## src/rtl/fsl_pkg.sv

```systemverilog
package fsl_pkg;
    localparam int REG_W    = 64;
    localparam int NUM_CLS  = 19;
    localparam int CLS_W    = $clog2(NUM_CLS);
    localparam int STK_LO   = 33;
    localparam int BIT_PRIV = STK_LO + NUM_CLS;
    localparam int BIT_ME   = BIT_PRIV + 1;
    localparam int MSYN_LO  = 16;
    localparam int MSYN_W   = 4;
    localparam int DSYN_W   = 9;

    typedef enum logic [1:0] {
        RANK_HWC   = 2'd0,
        RANK_SWC   = 2'd1,
        RANK_UNC   = 2'd2,
        RANK_FATAL = 2'd3
    } rank_e;

    function automatic rank_e cls_rank(input logic [CLS_W-1:0] c);
        case (c)
            5'd17, 5'd18:                         return RANK_FATAL;
            5'd9:                                 return RANK_SWC;
            5'd0, 5'd3, 5'd5, 5'd7, 5'd13, 5'd15: return RANK_HWC;
            default:                              return RANK_UNC;
        endcase
    endfunction

    typedef struct packed {
        logic [REG_W-1:0] word;
    } stat_t;
endpackage

```

## src/rtl/fsl_beat_filter.sv

```systemverilog
module fsl_beat_filter #(
    parameter int BEAT_W = 2
) (
    input  logic              clk,
    input  logic              rst_n,
    input  logic              txn_start,
    input  logic              err_valid,
    input  logic              cls_ok,
    input  logic              err_ecc,
    input  logic [BEAT_W-1:0] err_beat,
    output logic              accept
);
    typedef struct packed {
        logic              seen;
        logic [BEAT_W-1:0] beat;
    } filt_t;

    filt_t filt_d, filt_q;
    logic  seen_eff;
    logic  late;

    always_comb begin
        filt_d   = filt_q;
        seen_eff = filt_q.seen & ~txn_start;
        late     = err_ecc & seen_eff & (err_beat > filt_q.beat);
        accept   = err_valid & cls_ok & ~late;
        if (txn_start) filt_d.seen = 1'b0;
        if (accept && err_ecc && !seen_eff) begin
            filt_d.seen = 1'b1;
            filt_d.beat = err_beat;
        end
    end

    always_ff @(posedge clk or negedge rst_n) begin
        if (!rst_n) filt_q <= '0;
        else        filt_q <= filt_d;
    end
endmodule

```

## src/rtl/fsl_capture.sv

```systemverilog
module fsl_capture import fsl_pkg::*; #(
    parameter int ADDR_W = 40
) (
    input  logic               clk,
    input  logic               rst_n,
    input  logic               accept,
    input  logic [CLS_W-1:0]   cls,
    input  logic [ADDR_W-1:0]  addr,
    input  logic [MSYN_W-1:0]  msyn,
    input  logic [DSYN_W-1:0]  dsyn,
    input  logic [NUM_CLS-1:0] clr_mask,
    output logic [ADDR_W-1:0]  cap_addr,
    output logic [MSYN_W-1:0]  cap_msyn,
    output logic [DSYN_W-1:0]  cap_dsyn
);
    typedef struct packed {
        logic              valid;
        logic [CLS_W-1:0]  owner;
        logic [ADDR_W-1:0] addr;
        logic [MSYN_W-1:0] msyn;
        logic [DSYN_W-1:0] dsyn;
    } cap_t;

    cap_t cap_d, cap_q;
    logic held;
    logic take;

    always_comb begin
        cap_d = cap_q;
        held  = cap_q.valid & ~clr_mask[cap_q.owner];
        take  = accept & (~held | (cls_rank(cls) > cls_rank(cap_q.owner)));
        if (take) begin
            cap_d.valid = 1'b1;
            cap_d.owner = cls;
            cap_d.addr  = addr;
            cap_d.msyn  = msyn;
            cap_d.dsyn  = dsyn;
        end else if (!held) begin
            cap_d.valid = 1'b0;
        end
    end

    always_ff @(posedge clk or negedge rst_n) begin
        if (!rst_n) cap_q <= '0;
        else        cap_q <= cap_d;
    end

    assign cap_addr = cap_q.addr;
    assign cap_msyn = cap_q.msyn;
    assign cap_dsyn = cap_q.dsyn;
endmodule

```

## src/rtl/fault_status_log.sv

```systemverilog
module fault_status_log import fsl_pkg::*; #(
    parameter int ADDR_W = 40,
    parameter int BEAT_W = 2
) (
    input  logic              clk,
    input  logic              rst_n,
    input  logic              err_valid,
    input  logic [CLS_W-1:0]  err_class,
    input  logic              err_ecc,
    input  logic [BEAT_W-1:0] err_beat,
    input  logic              txn_start,
    input  logic [ADDR_W-1:0] err_addr,
    input  logic [MSYN_W-1:0] err_msyn,
    input  logic [DSYN_W-1:0] err_dsyn,
    input  logic              err_priv,
    input  logic              reg_wr,
    input  logic              reg_addr,
    input  logic [REG_W-1:0]  reg_wdata,
    output logic [REG_W-1:0]  reg_rdata,
    input  logic              irq_en,
    output logic              irq,
    output logic              fatal_err
);
    localparam logic [REG_W-1:0] W1C_MASK =
        ((REG_W'(1) << (NUM_CLS + 2)) - REG_W'(1)) << STK_LO;

    stat_t              stat_d, stat_q;
    logic               cls_ok;
    logic               accept;
    logic               wr_stat;
    logic [REG_W-1:0]   clr_word;
    logic [REG_W-1:0]   set_word;
    logic [NUM_CLS-1:0] hit_vec;
    logic [REG_W-1:0]   stat_view;
    logic [ADDR_W-1:0]  cap_addr;
    logic [MSYN_W-1:0]  cap_msyn;
    logic [DSYN_W-1:0]  cap_dsyn;

    assign cls_ok   = (err_class < CLS_W'(NUM_CLS));
    assign wr_stat  = reg_wr & ~reg_addr;
    assign clr_word = wr_stat ? (reg_wdata & W1C_MASK) : '0;
    assign hit_vec  = NUM_CLS'(1) << err_class;

    fsl_beat_filter #(.BEAT_W(BEAT_W)) u_filt (
        .clk       (clk),
        .rst_n     (rst_n),
        .txn_start (txn_start),
        .err_valid (err_valid),
        .cls_ok    (cls_ok),
        .err_ecc   (err_ecc),
        .err_beat  (err_beat),
        .accept    (accept)
    );

    fsl_capture #(.ADDR_W(ADDR_W)) u_cap (
        .clk      (clk),
        .rst_n    (rst_n),
        .accept   (accept),
        .cls      (err_class),
        .addr     (err_addr),
        .msyn     (err_msyn),
        .dsyn     (err_dsyn),
        .clr_mask (clr_word[STK_LO +: NUM_CLS]),
        .cap_addr (cap_addr),
        .cap_msyn (cap_msyn),
        .cap_dsyn (cap_dsyn)
    );

    always_comb begin
        stat_d   = stat_q;
        set_word = '0;
        if (accept) begin
            set_word[STK_LO +: NUM_CLS] = hit_vec;
            if ((cls_rank(err_class) != RANK_HWC) &&
                (|(stat_q.word[STK_LO +: NUM_CLS] & hit_vec)))
                set_word[BIT_ME] = 1'b1;
        end
        // New events take precedence over a clear in the same cycle.
        stat_d.word = (stat_q.word & ~clr_word) | set_word;
        if (accept) stat_d.word[BIT_PRIV] = err_priv;
    end

    always_ff @(posedge clk or negedge rst_n) begin
        if (!rst_n) stat_q <= '0;
        else        stat_q <= stat_d;
    end

    always_comb begin
        stat_view = stat_q.word;
        stat_view[MSYN_LO +: MSYN_W] = cap_msyn;
        stat_view[DSYN_W-1:0]        = cap_dsyn;
    end

    assign reg_rdata = reg_addr ? REG_W'(cap_addr) : stat_view;
    assign irq       = irq_en & (|stat_q.word[STK_LO +: NUM_CLS-1]);
    assign fatal_err = stat_q.word[STK_LO+NUM_CLS-1] | stat_q.word[STK_LO+NUM_CLS-2];
endmodule

```

## config.mk

```make
export PLATFORM = sky130hd
export DESIGN_NAME = fault_status_log
export DESIGN_NICKNAME = d
export VERILOG_FILES = /design/src/rtl/fsl_pkg.sv /design/src/rtl/fsl_beat_filter.sv /design/src/rtl/fsl_capture.sv /design/src/rtl/fault_status_log.sv
export SDC_FILE = /design/constraint.sdc
export NUM_CORES = 1
export LEC_CHECK = 0
export ABC_CLOCK_PERIOD_IN_PS = 4100
export CAP_MARGIN = 10
export CORE_ASPECT_RATIO = 0.75
export CORE_MARGIN = 2
export CORE_UTILIZATION = 45
export CTS_CLUSTER_SIZE = 24
export DETAILED_ROUTE_END_ITERATION = 12
export PLACE_DENSITY = 0.77
export SLEW_MARGIN = 30
export SYNTH_ARGS = -nofsm -noshare
export SYNTH_HDL_FRONTEND = slang
export SYNTH_SLANG_ARGS = --single-unit
```

## constraint.sdc

```tcl
create_clock -name clk -period 4.1 [get_ports clk]
set_input_delay 0.82 -clock clk [delete_from_list [all_inputs] [get_ports clk]]
set_output_delay 0.82 -clock clk [all_outputs]
set_load 0.05 [all_outputs]
```

==> metrics.txt, run 1 <==
status=completed; start of the worst register-to-register path=u_cap.cap_q[53]; Initial Util=46.0%; clock buffer count from CTS=9; Buf/Inv on CP=3; Final #Nets=1057; H-tree depth=3; Worst EP arrival=3.86 ns; Min-Delay Path Class=register to register; Placer Congestion=0.892; layout cells sized above 1=9.13%; Period minus WS final=3.67 ns; cell area after synthesis=0.00665 mm^2; crit path launch type=input port; # resized after CTS=0; Synth top area share=31.2%; crit-path max FO=11; Pwr Density=737 mW/mm^2; DR vias/cell=6.55; Static Leakage=0.00334 uW; core area=0.0145 mm^2; EDFF count, synth=0; Synth area leader=dfrtp_1; clock latency on the worst-skew pair=0.33 ns; Synth Register Bits=83; Routed wire per std cell=19.9 um; Hold Violations, Final=0; largest family of logic cells by synthesized area=compound AO/OA/AOI/OAI gates; multiplexer share of the synthesized area=2.86%; fmax=273 MHz; GRT overflow=0; Yosys cell types=55; initial antenna violation count=2; most frequent cells in the layout=clkdlybuf4s50_1 (143), nand2_1 (114), dfrtp_1 (82); worst slew pin tran=0.727 ns; clock slew at reported path FFs=0.06 ns; setup TNS=0 ns; Setup Skew=0.00487 ns; Critical Path RT=4.29 ns; Synth Area in Simple Gates=18.8%; die width=144 um; largest stage delay on the critical path=0.60 ns; CTS Buffer Depth=2; Max IR drop VDD=0.364 mV; mean post-synth cell area=8.06 um^2; commonest non-fill, non-tap cell in the layout=clkdlybuf4s50_1; vias in the first global route=6731; Cell Chain, Critical Path=clkdlybuf4s50_1, inv_1, ha_1, o21ai_0, o21ai_0, ha_1, nor2b_1, a2bb2oi_4, a211o_4, buf_4, a311oi_1, o311ai_1; MaxCap Viol Count=0; post-DP HPWL=14.9 mm; Final setup viols=0; Critical Path Sink Type=register; M1 WL=9.69 mm; Die Area=0.0158 mm^2; worst rel slew slack=51.2%; RSZ-0062 raised after global routing=false; HP Start=stat_q[53]; CP startpoint=err_class[0]; highest routed layer=met4; DIE HEIGHT=109 um; port bufs=145; overall power=6350 uW; area share of fa/ha/maj cells after synthesis=1.69%; Critical Setup Path Class=input port to register; Area contributors post-synth=dfrtp_1 (31%), a2111oi_0 (7.4%), o311ai_1 (7.4%); IO Count=199; Post-CTS Setup Inserts=0; Cells after Synth=826; Starting DRT DRC Count=937; CTS tree=built; Period Utilization, post-route=89.5%; Root Driver=clkbuf_16; all-layer global routing usage=27.6%; met3 wire length=2.62 mm; Synth Area in XOR/XNOR=0%; routed wl met2=9.88 mm; Crit-path slowest cell=clkdlybuf4s50_1; cts hold-fix bufs=0; Synth Area in Compound Gates=33.8%; routed vias=7352; DRT Pass-1 Iters=7; Ys Warns=0; area growth from synthesis to layout=29.5%; pin count of the biggest net entering global routing=69; Clock Sinks=83; Post-synth ARST share=100%; first-pass GRT wire length=35.0 mm; standard-cell rows=38; Antenna Violating Nets Remaining=0; CP delay by family, top=compound AO/OA/AOI/OAI gates; Primary FF master, synth=dfrtp_1; post-synthesis sequential area ratio=31.2%; DRC Markers=0; fin. max-slew vios=0; Routed WL=22.3 mm
## through the flow
| stage | cells | setup slack (ns) | hold slack (ns) | area (um^2) | util [%] |
|---|---|---|---|---|---|
| floorplan | 835 | 0.669 | 0.439 | 6690 | - |
| global placement | 1104 | 0.167 | 0.469 | 8340 | 57.7 |
| detailed placement | 1104 | 0.0987 | 0.466 | 8340 | 57.7 |
| CTS | 1120 | 0.456 | 0.478 | 8610 | 59.6 |
| global route | 1120 | 0.205 | 0.490 | 8610 | 59.6 |
| finish | 1122 | 0.431 | 0.480 | 8620 | 59.6 |
## layer usage
metal	global-route usage, %	vias to the layer above
met4	4.92	0
li1	-	3363
met1	39.9	3515
met5	0	-
met2	41.4	459
met3	8.14	15
## worst min-delay path: stages, from the launching register on
cell	delay, ns
dfrtp_1	0.34
nand2_1	0.05
o31ai_1	0.05
## logic make-up (layout without fill, tap and decap cells)
group / count (synthesis) / after routing
flip-flops: 83 / 83
multiplexers: 15 / 15
buffers and inverters: 182 / 267
AO/OA/AOI/OAI: 293 / 293
adder cells (fa/ha/maj): 9 / 9
AND/OR/NAND/NOR: 243 / 243
other: 1 / 12
## sequential cells by signal, indices dropped and copies added, names as in the netlist
name / flops
u_cap.cap_msyn: 4
u_filt.filt_q: 3
u_cap.cap_addr: 40
u_cap.cap_dsyn: 9
u_cap.cap_q: 6
stat_q: 21
## cell type report
cell class,instances,area [um^2]
inverter,64,240
sequential,83,2080
multi-input combinational,570,3910
timing repair buffer,187,1860
fill,1289,5840
clock inverter,2,10.0
tap,200,250
clock buffer,14,264
antenna,2,5.00
## report_power, final
group | internal, uW | switching (uW) | total, uW
logic | 1540 | 2620 | 4160
registers | 1120 | 296 | 1420
clock network | 443 | 329 | 772
## synthesized netlist by cell type (3+ instances only)
| library cell | count |
|---|---|
| inv_1 | 63 |
| and3b_1 | 3 |
| a31oi_1 | 3 |
| nor2_1 | 4 |
| ha_1 | 9 |
| nand2_1 | 114 |
| nor2b_1 | 18 |
| buf_2 | 22 |
| nand4_1 | 58 |
| buf_1 | 4 |
| nand3_1 | 7 |
| buf_4 | 14 |
| nand2b_1 | 4 |
| a211oi_1 | 4 |
| dfrtp_1 | 83 |
| a221oi_1 | 4 |
| and2_1 | 21 |
| a32o_1 | 13 |
| o21ai_0 | 26 |
| a21oi_1 | 60 |
| a311oi_1 | 55 |
| o311ai_1 | 56 |
| nor4_1 | 3 |
| clkbuf_1 | 77 |
| mux2_2 | 12 |
| a2111oi_0 | 56 |
## path summary, 6_finish.rpt
| kind | endpoint | slack (ns) | cells after the start |
|---|---|---|---|
| max | u_cap.cap_addr[0] | 0.43 | 12 |
| min | stat_q[53] | 0.48 | 2 |
| max reg2reg | u_cap.cap_addr[0] | 0.85 | 11 |
| min reg2reg | stat_q[53] | 0.48 | 2 |
| max in group asynchronous | u_cap.cap_addr[34] | 2.88 | 2 |
| min in group asynchronous | stat_q[40] | 0.49 | 1 |
(Power assumes the default switching activity.)
==> inputs of run 2 (changes only) <==
--- a/config.mk
+++ b/config.mk
@@ -13,6 +13,7 @@
 export CTS_CLUSTER_SIZE = 24
 export DETAILED_ROUTE_END_ITERATION = 12
 export PLACE_DENSITY = 0.77
+export SKIP_CTS_REPAIR_TIMING = 1
 export SLEW_MARGIN = 30
 export SYNTH_ARGS = -nofsm -noshare
 export SYNTH_HDL_FRONTEND = slang
==> results of run 2 <==
Same layout as run 1: the final DEF is identical, and so are final timing and power.
